<file path="config.mk">
export PLATFORM = sky130hd
export DESIGN_NAME = bus_cycle_capture
export DESIGN_NICKNAME = d
export VERILOG_FILES = /design/src/rtl/cap_pkg.sv /design/src/rtl/cap_phase_track.sv /design/src/rtl/cap_ctrl.sv /design/src/rtl/cap_record.sv /design/src/rtl/bus_cycle_capture.sv
export SDC_FILE = /design/constraint.sdc
export NUM_CORES = 1
export LEC_CHECK = 0
export BUFFER_PORTS_ARGS = -buffer_cell sky130_fd_sc_hd__buf_2
export CORE_ASPECT_RATIO = 1.75
export CORE_MARGIN = 2
export CORE_UTILIZATION = 49
export DETAILED_ROUTE_END_ITERATION = 10
export PLACE_DENSITY = 0.89
export RECOVER_POWER = 25
export SLEW_MARGIN = 25
export SYNTH_ARGS = -nofsm -noshare
export SYNTH_HDL_FRONTEND = slang
export SYNTH_HIERARCHICAL = 1
export SYNTH_SLANG_ARGS = --single-unit
</file>
<file path="constraint.sdc">
create_clock -name clk -period 3.94 [get_ports clk]
set_input_delay 0 -clock clk [delete_from_list [all_inputs] [get_ports clk]]
set_output_delay 0 -clock clk [all_outputs]
set_load 0.01 [all_outputs]
</file>
<file path="src/rtl/cap_pkg.sv">
package cap_pkg;
    typedef enum logic [1:0] {
        ST_IDLE  = 2'd0,
        ST_ARMED = 2'd1,
        ST_DATA  = 2'd2,
        ST_HOLD  = 2'd3
    } cap_state_t;

    localparam logic [3:0] CMD_IO_RD  = 4'h2;
    localparam logic [3:0] CMD_IO_WR  = 4'h3;
    localparam logic [3:0] CMD_MEM_RD = 4'h6;
    localparam logic [3:0] CMD_MEM_WR = 4'h7;
    localparam logic [3:0] CMD_CFG_RD = 4'hA;
    localparam logic [3:0] CMD_CFG_WR = 4'hB;

    typedef enum logic [1:0] {
        CL_WRITE = 2'd0,
        CL_READ  = 2'd1,
        CL_CFG   = 2'd2,
        CL_OTHER = 2'd3
    } cmd_class_t;

    function automatic cmd_class_t classify(input logic [3:0] c);
        unique case (c)
            CMD_IO_WR, CMD_MEM_WR: classify = CL_WRITE;
            CMD_IO_RD, CMD_MEM_RD: classify = CL_READ;
            CMD_CFG_RD, CMD_CFG_WR: classify = CL_CFG;
            default: classify = CL_OTHER;
        endcase
    endfunction
endpackage

</file>
<file path="src/rtl/cap_phase_track.sv">
module cap_phase_track (
    input  logic clk,
    input  logic rst_n,
    input  logic frame_n,
    input  logic irdy_n,
    input  logic trdy_n,
    output logic addr_phase,
    output logic beat_done
);
    logic frame_n_q;

    always_ff @(posedge clk) begin
        if (!rst_n) frame_n_q <= 1'b1;
        else        frame_n_q <= frame_n;
    end

    always_comb begin
        addr_phase = frame_n_q && !frame_n;
        beat_done  = !irdy_n && !trdy_n;
    end
endmodule

</file>
<file path="src/rtl/cap_ctrl.sv">
module cap_ctrl
    import cap_pkg::*;
(
    input  logic clk,
    input  logic rst_n,
    input  logic arm,
    input  logic cont_mode,
    input  logic cancel,
    input  logic ack,
    input  logic addr_phase,
    input  logic hit,
    input  logic beat_done,
    output logic take_addr,
    output logic take_data,
    output logic armed,
    output logic holding
);
    cap_state_t state_q, state_d;
    logic       cont_q;

    always_ff @(posedge clk) begin
        if (!rst_n) begin
            state_q <= ST_IDLE;
            cont_q  <= 1'b0;
        end else begin
            state_q <= state_d;
            if (cancel)
                cont_q <= 1'b0;
            else if (state_q == ST_IDLE && arm)
                cont_q <= cont_mode;
        end
    end

    always_comb begin
        state_d = state_q;
        unique case (state_q)
            ST_IDLE:  if (arm) state_d = ST_ARMED;
            ST_ARMED: begin
                if (cancel)                  state_d = ST_IDLE;
                else if (addr_phase && hit)  state_d = ST_DATA;
            end
            ST_DATA:  if (beat_done) state_d = ST_HOLD;
            ST_HOLD:  if (ack) state_d = (cont_q && !cancel) ? ST_ARMED : ST_IDLE;
            default:  state_d = ST_IDLE;
        endcase
    end

    always_comb begin
        take_addr = (state_q == ST_ARMED) && !cancel && addr_phase && hit;
        take_data = (state_q == ST_DATA) && beat_done;
        armed     = (state_q == ST_ARMED);
        holding   = (state_q == ST_HOLD);
    end
endmodule

</file>
<file path="src/rtl/cap_record.sv">
module cap_record
    import cap_pkg::*;
#(
    parameter int ADW = 32,
    localparam int BEW = ADW / 8
) (
    input  logic           clk,
    input  logic           rst_n,
    input  logic           take_addr,
    input  logic           take_data,
    input  logic           rd_src_sel,
    input  logic           frame_n,
    input  logic [ADW-1:0] ad,
    input  logic [BEW-1:0] cbe_n,
    input  logic [ADW-1:0] wr_reg_q,
    input  logic [ADW-1:0] ld_reg_q,
    output logic [3:0]     rec_cmd,
    output logic [ADW-1:0] rec_addr,
    output logic [ADW-1:0] rec_data,
    output logic           rec_data_ok,
    output logic [BEW-1:0] rec_be_n,
    output logic           rec_burst,
    output logic           rec_other
);
    cmd_class_t     cls;
    logic [ADW-1:0] data_sel;
    logic           ok_sel;

    always_comb begin
        cls = classify(rec_cmd);
        unique case (cls)
            CL_WRITE: begin data_sel = ad; ok_sel = 1'b1; end
            CL_READ:  begin data_sel = rd_src_sel ? ld_reg_q : wr_reg_q; ok_sel = 1'b1; end
            default:  begin data_sel = '0; ok_sel = 1'b0; end
        endcase
    end

    always_ff @(posedge clk) begin
        if (!rst_n) begin
            rec_cmd     <= '0;
            rec_addr    <= '0;
            rec_data    <= '0;
            rec_data_ok <= 1'b0;
            rec_be_n    <= '1;
            rec_burst   <= 1'b0;
            rec_other   <= 1'b0;
        end else begin
            if (take_addr) begin
                rec_cmd  <= cbe_n[3:0];
                rec_addr <= ad;
            end
            if (take_data) begin
                rec_data    <= data_sel;
                rec_data_ok <= ok_sel;
                rec_be_n    <= cbe_n;
                rec_burst   <= !frame_n;
                rec_other   <= (cls == CL_OTHER);
            end
        end
    end
endmodule

</file>
<file path="src/rtl/bus_cycle_capture.sv">
module bus_cycle_capture #(
    parameter int ADW = 32,
    localparam int BEW = ADW / 8
) (
    input  logic           clk,
    input  logic           rst_n,
    input  logic           arm,
    input  logic           cont_mode,
    input  logic           cancel,
    input  logic           ack,
    input  logic           rd_src_sel,
    input  logic           bus_frame_n,
    input  logic           bus_irdy_n,
    input  logic           bus_trdy_n,
    input  logic [ADW-1:0] bus_ad,
    input  logic [BEW-1:0] bus_cbe_n,
    input  logic           tgt_hit,
    input  logic [ADW-1:0] wr_reg_q,
    input  logic [ADW-1:0] ld_reg_q,
    output logic           armed,
    output logic           cap_valid,
    output logic [3:0]     cap_cmd,
    output logic [ADW-1:0] cap_addr,
    output logic [ADW-1:0] cap_data,
    output logic           cap_data_ok,
    output logic [BEW-1:0] cap_be_n,
    output logic           cap_burst,
    output logic           cap_other
);
    logic addr_phase, beat_done, take_addr, take_data;

    cap_phase_track u_phase (
        .clk        (clk),
        .rst_n      (rst_n),
        .frame_n    (bus_frame_n),
        .irdy_n     (bus_irdy_n),
        .trdy_n     (bus_trdy_n),
        .addr_phase (addr_phase),
        .beat_done  (beat_done)
    );

    cap_ctrl u_ctrl (
        .clk        (clk),
        .rst_n      (rst_n),
        .arm        (arm),
        .cont_mode  (cont_mode),
        .cancel     (cancel),
        .ack        (ack),
        .addr_phase (addr_phase),
        .hit        (tgt_hit),
        .beat_done  (beat_done),
        .take_addr  (take_addr),
        .take_data  (take_data),
        .armed      (armed),
        .holding    (cap_valid)
    );

    cap_record #(.ADW(ADW)) u_rec (
        .clk         (clk),
        .rst_n       (rst_n),
        .take_addr   (take_addr),
        .take_data   (take_data),
        .rd_src_sel  (rd_src_sel),
        .frame_n     (bus_frame_n),
        .ad          (bus_ad),
        .cbe_n       (bus_cbe_n),
        .wr_reg_q    (wr_reg_q),
        .ld_reg_q    (ld_reg_q),
        .rec_cmd     (cap_cmd),
        .rec_addr    (cap_addr),
        .rec_data    (cap_data),
        .rec_data_ok (cap_data_ok),
        .rec_be_n    (cap_be_n),
        .rec_burst   (cap_burst),
        .rec_other   (cap_other)
    );
endmodule

</file>
Word-level counts from Yosys, hierarchy flattened
Index checks and enable logic that the tools add are counted.
{"block": "totals", "regBits": 79, "out_inout_bits": 77, "word_cells": 58}
{"block": "classes", "n_eq_ne": 15, "muxes": 11, "bitwise": 1, "n_reduce_logical": 21}
{"operator": "one-hot mux 32 bit (2 select lines)", "count": 1}
{"operator": "2-to-1 mux 32 bit", "count": 1}
{"operator": "2-to-1 mux 2 bit", "count": 5}
{"operator": "OR reduction 2 bit", "count": 5}
{"operator": "logical AND 1 bit", "count": 9}
{"operator": "== test 4 x 2 -> 1 bit (second input constant)", "count": 2}
{"operator": "== test 4 x 3 -> 1 bit (second input constant)", "count": 2}
{"operator": "== test 4 bit (second input constant)", "count": 2}
{"operator": "one-hot mux 2 bit (4 select lines)", "count": 1}
{"operator": "== test 2 bit (second input constant)", "count": 3}
{"operator": "one-hot mux 2 bit (3 select lines)", "count": 1}
{"operator": "== test 2 x 1 -> 1 bit (second input constant)", "count": 2}
{"operator": "logical NOT 1 bit", "count": 4}
{"operator": "logical NOT 2 bit", "count": 2}
{"operator": "inequality test 2 bit (second input constant)", "count": 2}
{"operator": "AND reduction 4 bit", "count": 1}
{"operator": "inequality test 3 x 2 -> 1 bit (second input constant)", "count": 1}
{"operator": "2-to-1 mux 1 bit", "count": 2}
{"operator": "inequality test 2 x 1 -> 1 bit (second input constant)", "count": 1}
{"operator": "inverter 1 bit", "count": 1}

Longest topological paths before layout
Gate-level depths: netlist (run 1).
{"block": "depth", "word_depth": 6, "mapped_depth": 7}

Modules after synthesis
The synthesis (run 1) kept the hierarchy.
{"module": "cap_record", "instances": 1, "cells_per_inst": 324, "area_each_um2": 3438.3, "seq_area_each_um2": 1501.4}
{"module": "cap_ctrl", "instances": 1, "cells_per_inst": 19, "area_each_um2": 177.7, "seq_area_each_um2": 60.1}
{"module": "cap_phase_track", "instances": 1, "cells_per_inst": 4, "area_each_um2": 36.3, "seq_area_each_um2": 20.0}

Worst setup path after synthesis (run 1)
No wires, ideal clock.
{"block": "synth_timing", "path_kind": "flip-flop to flip-flop", "start": "register (tool-made name)", "end": "register u_rec.rec_be_n[0]", "setup_time_ns": 0.128, "t_arrival_ns": 1.338, "t_required_ns": 3.812, "path_slack_ns": 2.474, "stages_incl_launch_ff": 7, "path_buffers": 2, "period_less_slack_ns": 1.466, "cell_sequence": "dfxtp_1 -> inv_1 -> nor3b_1 -> buf_2 -> buf_2 -> mux2i_1 -> nand2_1"}
{"item": "end signal, assigned", "line_no": "cap_record.sv:55", "source": "rec_be_n <= cbe_n;"}
{"item": "end, declared", "line_no": "cap_record.sv:21", "source": "output logic [BEW-1:0] rec_be_n,"}

Worst setup path in the final report (run 1)
{"block": "layout_timing", "start": "register u_rec.rec_cmd[1]", "end": "register u_rec.rec_data[1]"}
{"block": "layout_between", "elab_chain_len": 5}
{"item": "start, declared", "line_no": "cap_record.sv:17", "source": "output logic [3:0] rec_cmd,"}
{"item": "start signal, assigned", "line_no": "cap_record.sv:49", "source": "rec_cmd <= cbe_n[3:0];"}
{"item": "== test 4 bit (tied with other cells)", "line_no": "cap_pkg.sv:24", "source": "unique case (c)"}
{"item": "OR reduction 2 bit", "line_no": "cap_pkg.sv:24"}
{"item": "one-hot mux 2 bit (3 select lines) *", "line_no": "cap_pkg.sv:24"}
{"item": "== test 2 x 1 -> 1 bit / logical NOT 2 bit (equally long branches)", "line_no": "cap_record.sv:31", "source": "unique case (cls)"}
{"item": "one-hot mux 32 bit (2 select lines) *", "line_no": "cap_record.sv:31"}
{"item": "end signal, assigned", "line_no": "cap_record.sv:53", "source": "rec_data <= data_sel;"}
{"item": "end, declared", "line_no": "cap_record.sv:19", "source": "output logic [ADW-1:0] rec_data,"}
Every way passes the cells marked *; elsewhere a longest branch is shown, timed or not.
A chain may end at the register's enable or synchronous reset.

==> flow_metrics.env, run 1 <==
export IMPL_placementRows=41
export IMPL_min_period_over_period_pct=55.5
export IMPL_timing_rr_end="u_rec/rec_data[1]$_SDFFE_PN0P_"
export IMPL_ys_seq_elements=79
export IMPL_post_cts_setup_buffers=0
export IMPL_fin_nets=669
export IMPL_grt_pass1_wl_mm=17.5
export IMPL_syn_area_per_cell_um2=10.5
export IMPL_synth_top_area_cell="dfxtp_1"
export IMPL_slowest_delay_ns=0.87
export IMPL_wl_mm=11.2
export IMPL_place_area_um2=4560
export IMPL_fin_hold_ws_ns=0.0895
export IMPL_rr_startpoint="u_rec/rec_cmd[1]$_SDFFE_PN0P_"
export IMPL_drt_antenna_violating_nets=0
export IMPL_cts_tree="done"
export IMPL_r2r_cells=4
export IMPL_route_vias_total=3551
export IMPL_wl_per_cell_um=17.3
export IMPL_critPathLaunchType="register"
export IMPL_worst_pin_slew_ns=1.03
export IMPL_drive_above_1_share_pct=40.2
export IMPL_core_area_um2=7230
export IMPL_irDropWorstVdd_v=0.000264
export IMPL_hold_path_cell_count=4
export IMPL_slew_headroom_pct=31.4
export IMPL_crit_buf_inv=1
export IMPL_globalRouteTotalUtil_pct=26.7
export IMPL_final_common_cell="buf_2"
export IMPL_clk_pin_slew_ns=0.06
export IMPL_final_hold_viol_count=0
export IMPL_syn_area_um2=3650
export IMPL_synth_cells=347
export IMPL_cp_top_family="simple AND/OR/NAND/NOR gates"
export IMPL_worstSetupPathType="register to register"
export IMPL_place_congestion=0.825
export IMPL_status="complete, no violations"
export IMPL_grt_pass1_vias=3850
export IMPL_clock_path_buffers=2
export IMPL_drv_cap=0
export IMPL_yosys_top_cells_area="dfxtp_1, mux2i_1, mux2_2"
export IMPL_critPathCaptureType="register"
export IMPL_finalSetupTns_ns=0
export IMPL_globalRouteOverflowTotal=0
export IMPL_cp_slowest_cell="nor3b_4"
export IMPL_min_to="u_rec/rec_data[5]$_SDFFE_PN0P_"
export IMPL_power_density_nw_per_um2=340
export IMPL_numCtsBuffers=9
export IMPL_final_area_um2=5170
export IMPL_antenna_found_initial=0
export IMPL_maxSlewViolCount=0
export IMPL_worstSetupStartpoint="u_rec/rec_cmd[1]$_SDFFE_PN0P_"
export IMPL_ys_seq_area_share_pct=43.3
export IMPL_path_max_fanout=17
export IMPL_post_drt_via_cell_ratio=5.48
export IMPL_grt_setup_unrepaired="no"
export IMPL_finalSetupViolCount=0
export IMPL_h_tree_depth=3
export IMPL_crit_chain="nor3b_4 -> buf_4 -> a22oi_1 -> a21oi_1"
export IMPL_grt_max_degree=79
export IMPL_ys_types=31
export IMPL_drcViolationCount=0
export IMPL_area_delta_synth_final_pct=41.6
export IMPL_finalCriticalPeriod_ns=2.19
export IMPL_worst_clock_skew_ns=0.00798
export IMPL_dieArea_um2=8190
export IMPL_port_buffer_count=187
export IMPL_arrival_ns=2.44
export IMPL_clk_latency_ns=0.34
export IMPL_drt_pre_antenna_iters=4
export IMPL_drt_iter0_drc=211
export IMPL_clockRootBuffer="clkbuf_16"
export IMPL_initial_core_util_pct=50.5
export IMPL_max_freq_mhz=457
export IMPL_mostFrequentLayoutCells="buf_2, dfxtp_1, clkbuf_1"
export IMPL_dp_hpwl_mm=7.19
export IMPL_die_x_um=69.3
export IMPL_antennaDiodeCount=0
export IMPL_die_h_um=118
export IMPL_yosysTopAreaCellShare_pct=43.3
export IMPL_hold_path_class="primary input to register"
export IMPL_p_leak_nw=2.07
export IMPL_io_pins=188
export IMPL_clkSinkCount=79
export IMPL_yosys_warnings=6
export IMPL_r2r_setup_slack_ns=1.75
export IMPL_critPathRequiredTime_ns=4.19
export IMPL_worstHoldStart="ld_reg_q[5]"
export IMPL_syn_num_nets=458
## layout make-up
cell class              instances  area, um2
well taps                      86        108
flip-flops and latches         79       1580
clock buffers                  14        254
inverters                       2       7.51
repair buffers                231       1320
multi-input cells             235       1890
fillers                       514       2060
clock inverters                 1       5.00
## worst max path at each step
stage / endpoint / depth (start not counted)
6_report: u_rec/rec_data[1]$_SDFFE_PN0P_ / 4
5_1_grt: u_rec/rec_addr[31]$_SDFFE_PN0P_ / 8
4_1_cts: u_rec/rec_addr[31]$_SDFFE_PN0P_ / 8
3_5_place_dp: u_rec/rec_addr[31]$_SDFFE_PN0P_ / 6
3_3_place_gp: u_rec/rec_addr[19]$_SDFFE_PN0P_ / 6
2_1_floorplan: u_rec/rec_be_n[0]$_SDFFE_PN1P_ / 6
## cell usage after synthesis (all sizes together)
cell and number:
mux2 33, a21oi 32, nand3b 1, a221oi 1, nand2b 2, o21ai 34
nor2b 38, a311oi 1, and3b 1, nand2 6, buf 18, a31oi 1
nor3b 3, o221a 1, a22oi 32, nand4b 1, mux2i 41, nor2 2
and2b 1, nor3 1, inv 2, o211a 1, clkbuf 13, and2 1
a21boi 1, dfxtp 79
## metal layers
| layer | share of wire (%) | track usage [%] | wire length [um] | vias up |
|---|---|---|---|---|
| li1 | - | - | - | 1681 |
| met1 | 37 | 26.0 | 4110 | 1644 |
| met2 | 53 | 47.8 | 5930 | 182 |
| met3 | 5.9 | 7.16 | 658 | 44 |
| met4 | 4.5 | 18.4 | 506 | 0 |
| met5 | 0 | 0 | 0 | - |
## flip-flops by register name (all words and copies together) (netlist names), named ones only
register,cells
u_rec/rec_addr,32
u_rec/rec_data,32
u_rec/rec_be_n,4
u_rec/rec_cmd,4
u_ctrl/cont_q,1
u_ctrl/state_q,1
u_phase/frame_n_q,1
u_rec/rec_burst,1
u_rec/rec_data_ok,1
u_rec/rec_other,1
## repair_timing
action / in CTS / in global routing
hold buffers: 40 / 0
endpoints found under the hold margin: 57 / 0
setup endpoints to repair: 0 / 0
gates resized for setup: 0 / 0
## tightest hold or removal path: stages
cell and delay (ns):
buf_2 0.07, mux2_2 0.14, a22oi_2 0.04, a21oi_1 0.13
## cell families after synthesis
logic type	synth area share (%)
buffers and inverters	5.21
flip-flops	43.3
AND/OR/NAND/NOR	9.87
AO/OA/AOI/OAI	20.2
multiplexers	21.4
## power by group
part / internal, mW / switching, mW
clock: 0.440 / 0.302
combinational: 0.116 / 0.0836
sequential: 0.808 / 0.00688
total: 1.36 / 0.393
## stage by stage
step | worst slack (ns) | power, mW | cells | utilization [%]
after detailed placement | 1.84 | 0.997 | 593 | 63.0
final | 1.75 | 1.76 | 648 | 71.5
after global routing | 1.64 | 1.82 | 648 | 71.5
after floorplan | 2.47 | 0.915 | 347 | -
after CTS | 1.81 | 1.76 | 648 | 72.1
after global placement | 1.97 | 0.991 | 593 | 63.0
(Power assumes the default switching activity.)
==> inputs of run 2 (changes only) <==
Settings changed: CORE_UTILIZATION 49 to 45, PLACE_DENSITY 0.89 to 0.82.
Clock period 3.94 ns to 2.1 ns, I/O delays scaled along.
==> run 2 against run 1 <==
Against the previous run: register-to-register slack lost 1.4 ns; critical path depth is 1 higher; combinational power rose by 89%; critical endpoint is now u_ctrl/cont_q$_SDFFE_PP0P_.
==> flow_metrics.env, run 2 (synthesis results as in run 1) <==
export IMPL_clk_latency_ns=0.33
export IMPL_placementRows=43
export IMPL_globalRouteOverflowTotal=0
export IMPL_slowest_delay_ns=0.94
export IMPL_clock_path_buffers=2
export IMPL_finalSetupTns_ns=0
export IMPL_antenna_found_initial=0
export IMPL_critPathRequiredTime_ns=2.37
export IMPL_place_ws_ns=0.399
export IMPL_fin_nets=673
export IMPL_status="complete, no violations"
export IMPL_cp_top_family="buffers and inverters"
export IMPL_wl_mm=10.5
export IMPL_max_freq_mhz=556
export IMPL_crit_buf_inv=4
export IMPL_maxSlewViolCount=0
export IMPL_post_cts_setup_buffers=0
export IMPL_critPathLaunchType="primary input"
export IMPL_numCtsBuffers=9
export IMPL_hold_path_class="primary input to register"
export IMPL_min_period_over_period_pct=85.7
export IMPL_power_density_nw_per_um2=674
export IMPL_initial_core_util_pct=46.2
export IMPL_area_delta_synth_final_pct=44.8
export IMPL_crit_chain="clkbuf_1 -> buf_12 -> inv_1 -> nor3_1 -> dlygate4sd3_1"
export IMPL_slew_headroom_pct=11.6
export IMPL_post_cts_resized=0
export IMPL_reg_top3="u_rec/rec_addr: 32 flops, u_rec/rec_data: 32 flops"
export IMPL_die_x_um=72.1
export IMPL_place_congestion=0.828
export IMPL_finalCriticalPeriod_ns=1.80
export IMPL_fill_cells=622
export IMPL_grt_pass1_vias=3316
export IMPL_post_drt_via_cell_ratio=5.33
export IMPL_drt_antenna_violating_nets=0
export IMPL_mostFrequentLayoutCells="buf_2, dfxtp_1, mux2i_1"
export IMPL_drt_pre_antenna_iters=4
export IMPL_grt_max_degree=55
export IMPL_irDropWorstVdd_v=0.000532
export IMPL_arrival_ns=2.07
export IMPL_drv_cap=0
export IMPL_fin_ws_ns=0.300
export IMPL_h_tree_depth=3
export IMPL_io_pins=188
export IMPL_worst_pin_slew_ns=1.33
export IMPL_wl_per_cell_um=16.0
export IMPL_p_leak_nw=2.11
export IMPL_critPathCaptureType="register"
export IMPL_route_vias_total=3493
export IMPL_port_buffer_count=187
export IMPL_antennaDiodeCount=0
export IMPL_holdBufCountCts=40
export IMPL_worstSetupStartpoint="rst_n"
export IMPL_dp_hpwl_mm=7.07
export IMPL_cp_slowest_cell="clkbuf_1"
export IMPL_path_max_fanout=42
export IMPL_worstHoldStart="wr_reg_q[27]"
export IMPL_globalRouteTotalUtil_pct=22.9
export IMPL_finalSetupViolCount=0
export IMPL_grt_setup_unrepaired="no"
export IMPL_die_h_um=123
export IMPL_grt_pass1_wl_mm=15.6
export IMPL_cts_tree="done"
export IMPL_drive_above_1_share_pct=41.2
export IMPL_worst_clock_skew_ns=0.00603
export IMPL_final_common_cell="buf_2"
export IMPL_clkSinkCount=79
export IMPL_drcViolationCount=0
export IMPL_clk_pin_slew_ns=0.06
export IMPL_clockRootBuffer="clkbuf_16"
export IMPL_worstSetupPathType="primary input to register"
export IMPL_dieArea_um2=8880
export IMPL_drt_iter0_drc=129
export IMPL_core_area_um2=7910
export IMPL_final_hold_viol_count=0
run 2: per-stage QoR:
stage,cells,cell area [um2],utilization (%),hold WS [ns],power [mW]
after floorplan,347,3650,-,0.0730,1.72
after global placement,601,4620,58.4,0.196,1.87
after detailed placement,601,4620,58.4,0.201,1.88
after CTS,655,5340,67.5,0.0706,3.59
after global routing,655,5290,66.9,0.0993,3.68
final,655,5290,66.9,0.0869,3.57
run 2: power by group:
group / internal, mW / switching [mW]
clock network: 1.09 / 0.569
registers: 1.52 / 0.0125
logic: 0.223 / 0.154
run 2: final cells by class:
type	count	area (um2)	share of cell area [%]
Timing Repair Buffer	235	1370	26.0
Inverter	2	7.51	0.142
Clock buffer	11	253	4.78
Multi-Input combinational cell	235	1890	35.8
Tap cell	90	113	2.13
Clock inverter	3	67.6	1.28
Sequential cell	79	1580	29.9
run 2: worst paths after layout:
kind | cells after the start | end | slack, ns
worst max register to register | 5 | u_rec/rec_data[12]$_SDFFE_PN0P_ | 0.36
worst min register to register | 2 | u_rec/rec_be_n[2]$_SDFFE_PN1P_ | 0.48
worst min-delay path | 4 | u_rec/rec_data[27]$_SDFFE_PN0P_ | 0.09
worst max-delay path | 5 | u_ctrl/cont_q$_SDFFE_PP0P_ | 0.30
run 2: layer usage:
layer / global-route usage [%] / vias up / share of wire [%]
met2: 41.5 / 130 / 55
met4: 15.7 / 0 / 4.2
met5: 0 / - / 0
li1: - / 1680 / -
met1: 23.7 / 1651 / 37
met3: 2.93 / 32 / 4.2
run 2: tightest hold or removal path: cells and delay by family:
family	cells	cell delay, ns
muxes	1	0.14
AOI/OAI and AO/OA	2	0.16
buffers and inverters	1	0.07
==> inputs of run 3 (changes only) <==
Settings changed: ABC_AREA from default to 1, CORE_UTILIZATION 45 to 47, PLACE_DENSITY 0.82 to 0.84.
==> run 3 against run 2 <==
Against the previous run: sequential share of layout area decreased by 0.49 points; critical endpoint is now u_rec/rec_cmd[3]$_SDFFE_PN0P_; worst hold slack got worse by 0.065 ns; core utilization decreased by 1.3 points; synthesized cell count rose by 76%; worst setup slack better by 0.011 ns; first-iteration DRC count grew to 2.7 times the previous value; power shrank 2.7%; cell count is 40% higher; area after synthesis grew 8.1%; largest power group is now registers; design area up 1.7%; fmax grew 0.59%; combinational power increased by 5.3%.
==> flow_metrics.env, run 3 <==
export IMPL_status="complete, no violations"
export IMPL_fill_cells=734
export IMPL_post_drt_via_cell_ratio=5.06
export IMPL_final_hold_viol_count=0
export IMPL_dp_hpwl_mm=8.40
export IMPL_drt_pre_antenna_iters=5
export IMPL_path_max_fanout=38
export IMPL_critPathCaptureType="register"
export IMPL_yosys_top_cells_area="dfxtp_1, nand2_1, nor2_1"
export IMPL_finalSetupViolCount=0
export IMPL_worst_pin_slew_ns=0.819
export IMPL_syn_area_um2=3950
export IMPL_grt_use_met1_pct=28.8
export IMPL_drv_cap=0
export IMPL_critPathLaunchType="register"
export IMPL_finalSetupTns_ns=0
export IMPL_io_pins=188
export IMPL_worstSetupPathType="register to register"
export IMPL_h_tree_depth=3
export IMPL_syn_area_per_cell_um2=6.45
export IMPL_critPathRequiredTime_ns=2.29
export IMPL_ys_seq_area_share_pct=40.1
export IMPL_arrival_ns=1.98
export IMPL_antenna_found_initial=0
export IMPL_final_common_cell="nand2_1"
export IMPL_multiInputGateArea_um2=1860
export IMPL_crit_chain="inv_2 -> nor2_4 -> nand4_1 -> inv_1 -> inv_1 -> buf_4 -> o21ai_0 -> a21oi_1"
export IMPL_placementRows=44
export IMPL_final_core_util_pct=65.5
export IMPL_crit_buf_inv=4
export IMPL_clk_latency_ns=0.33
export IMPL_cp_top_family="buffers and inverters"
export IMPL_numCtsBuffers=9
export IMPL_fin_ws_ns=0.311
export IMPL_power_density_nw_per_um2=645
export IMPL_wl_per_cell_um=13.9
export IMPL_p_leak_nw=2.83
export IMPL_clock_path_buffers=2
export IMPL_synth_main_ff_cell="dfxtp_1"
export IMPL_globalRouteOverflowTotal=0
export IMPL_reg_top3="u_rec/rec_addr: 32 flops, u_rec/rec_data: 32 flops"
export IMPL_slowest_delay_ns=0.41
export IMPL_hold_path_class="primary input to register"
export IMPL_die_h_um=125
export IMPL_maxSlewViolCount=0
export IMPL_top_usage_layer="met2"
export IMPL_max_freq_mhz=559
export IMPL_ys_top_cells_by_count="nand2_1, nor2_1, dfxtp_1, nand3_1, inv_1"
export IMPL_holdBufCountCts=39
export IMPL_syn_num_nets=723
export IMPL_core_area_um2=8200
export IMPL_port_buffer_count=187
export IMPL_cp_slowest_cell="dfxtp_1"
export IMPL_drt_iter0_drc=352
export IMPL_synth_top_area_cell="dfxtp_1"
export IMPL_grt_setup_unrepaired="no"
export IMPL_grt_pass1_vias=4413
export IMPL_ys_seq_elements=79
export IMPL_route_vias_total=4630
export IMPL_regArea_um2=1580
export IMPL_die_x_um=73.3
export IMPL_clkSinkCount=79
export IMPL_area_delta_synth_final_pct=36.2
export IMPL_critical_path_most_common_cell="inv_1"
export IMPL_grt_util_met3_pct=5.88
export IMPL_slew_headroom_pct=45.3
export IMPL_yosysTopAreaCellShare_pct=40.1
export IMPL_yosysMostFrequentCell="nand2_1"
export IMPL_irDropWorstVdd_v=0.000533
export IMPL_clockRootBuffer="clkbuf_16"
export IMPL_async_flop_share_pct=0
export IMPL_yosys_warnings=6
export IMPL_antennaDiodeCount=0
export IMPL_drcViolationCount=0
export IMPL_wl_mm=12.7
export IMPL_mostFrequentLayoutCells="nand2_1, buf_2, nor2_1"
export IMPL_place_ws_ns=0.381
export IMPL_drt_antenna_violating_nets=0
export IMPL_grt_pass1_wl_mm=20.0
export IMPL_clk_pin_slew_ns=0.06
export IMPL_power_total_mw=3.47
export IMPL_worst_clock_skew_ns=0.00789
export IMPL_synth_edf_count=0
export IMPL_met2_usage_pct=49.8
export IMPL_cts_tree="done"
export IMPL_post_cts_setup_buffers=0
export IMPL_synth_cells=612
export IMPL_place_congestion=0.873
export IMPL_ys_types=19
export IMPL_globalRouteTotalUtil_pct=27.8
export IMPL_min_period_over_period_pct=85.2
export IMPL_finalCriticalPeriod_ns=1.79
export IMPL_fin_hold_ws_ns=0.0216
export IMPL_grt_max_degree=46
export IMPL_initial_core_util_pct=48.1
export IMPL_post_cts_resized=0
export IMPL_fin_nets=929
export IMPL_drive_above_1_share_pct=21.9
export IMPL_r2r_setup_slack_ns=0.31
export IMPL_dieArea_um2=9170
## run 3: final cells by class
cell class                 instances  share of cell area, %
sequential                        79                   29.4
multi-input combinational        443                   34.5
clock buffer                      12                   4.58
inverter                          50                   3.49
clock inverter                     4                  0.838
tap                               92                   2.14
timing repair buffer             235                   25.0
## run 3: routing by layer
layer | up-vias | part of all wire [%]
met5 | - | 0
met4 | 0 | 4.4
met3 | 51 | 6.2
met2 | 208 | 53
met1 | 2072 | 36
li1 | 2299 | -
## run 3: tightest hold or removal path: stages
cell and delay (ns):
buf_2 0.10, nand4_1 0.13, a21oi_2 0.06
## run 3: final timing paths
path	startpoint	endpoint	cells after the start
min reg2reg	u_rec/rec_be_n[0]$_SDFFE_PN1P_	u_rec/rec_be_n[0]$_SDFFE_PN1P_	2
max	u_ctrl/state_q[0]$_SDFFE_PN0P_	u_rec/rec_cmd[3]$_SDFFE_PN0P_	8
min	tgt_hit	register	3
max reg2reg	u_ctrl/state_q[0]$_SDFFE_PN0P_	u_rec/rec_cmd[3]$_SDFFE_PN0P_	8
## run 3: power by group
part / internal [mW] / leakage (nW) / switching [mW]
clock: 0.947 / 0.146 / 0.583
combinational: 0.184 / 2.05 / 0.213
sequential: 1.52 / 0.638 / 0.0171
total: 2.66 / 2.83 / 0.812
## run 3: cells by family after synthesis
family          synth area share [%]
simple gates                    40.6
buf+inv                         13.1
flops                           40.1
compound gates                  6.18
## run 3: stage by stage
| step | cell area [um2] | cells |
|---|---|---|
| floorplan | 3950 | 612 |
| detailed placement | 4740 | 860 |
| global route | 5380 | 915 |
| finish | 5380 | 915 |
| CTS | 5430 | 915 |
| global placement | 4740 | 860 |
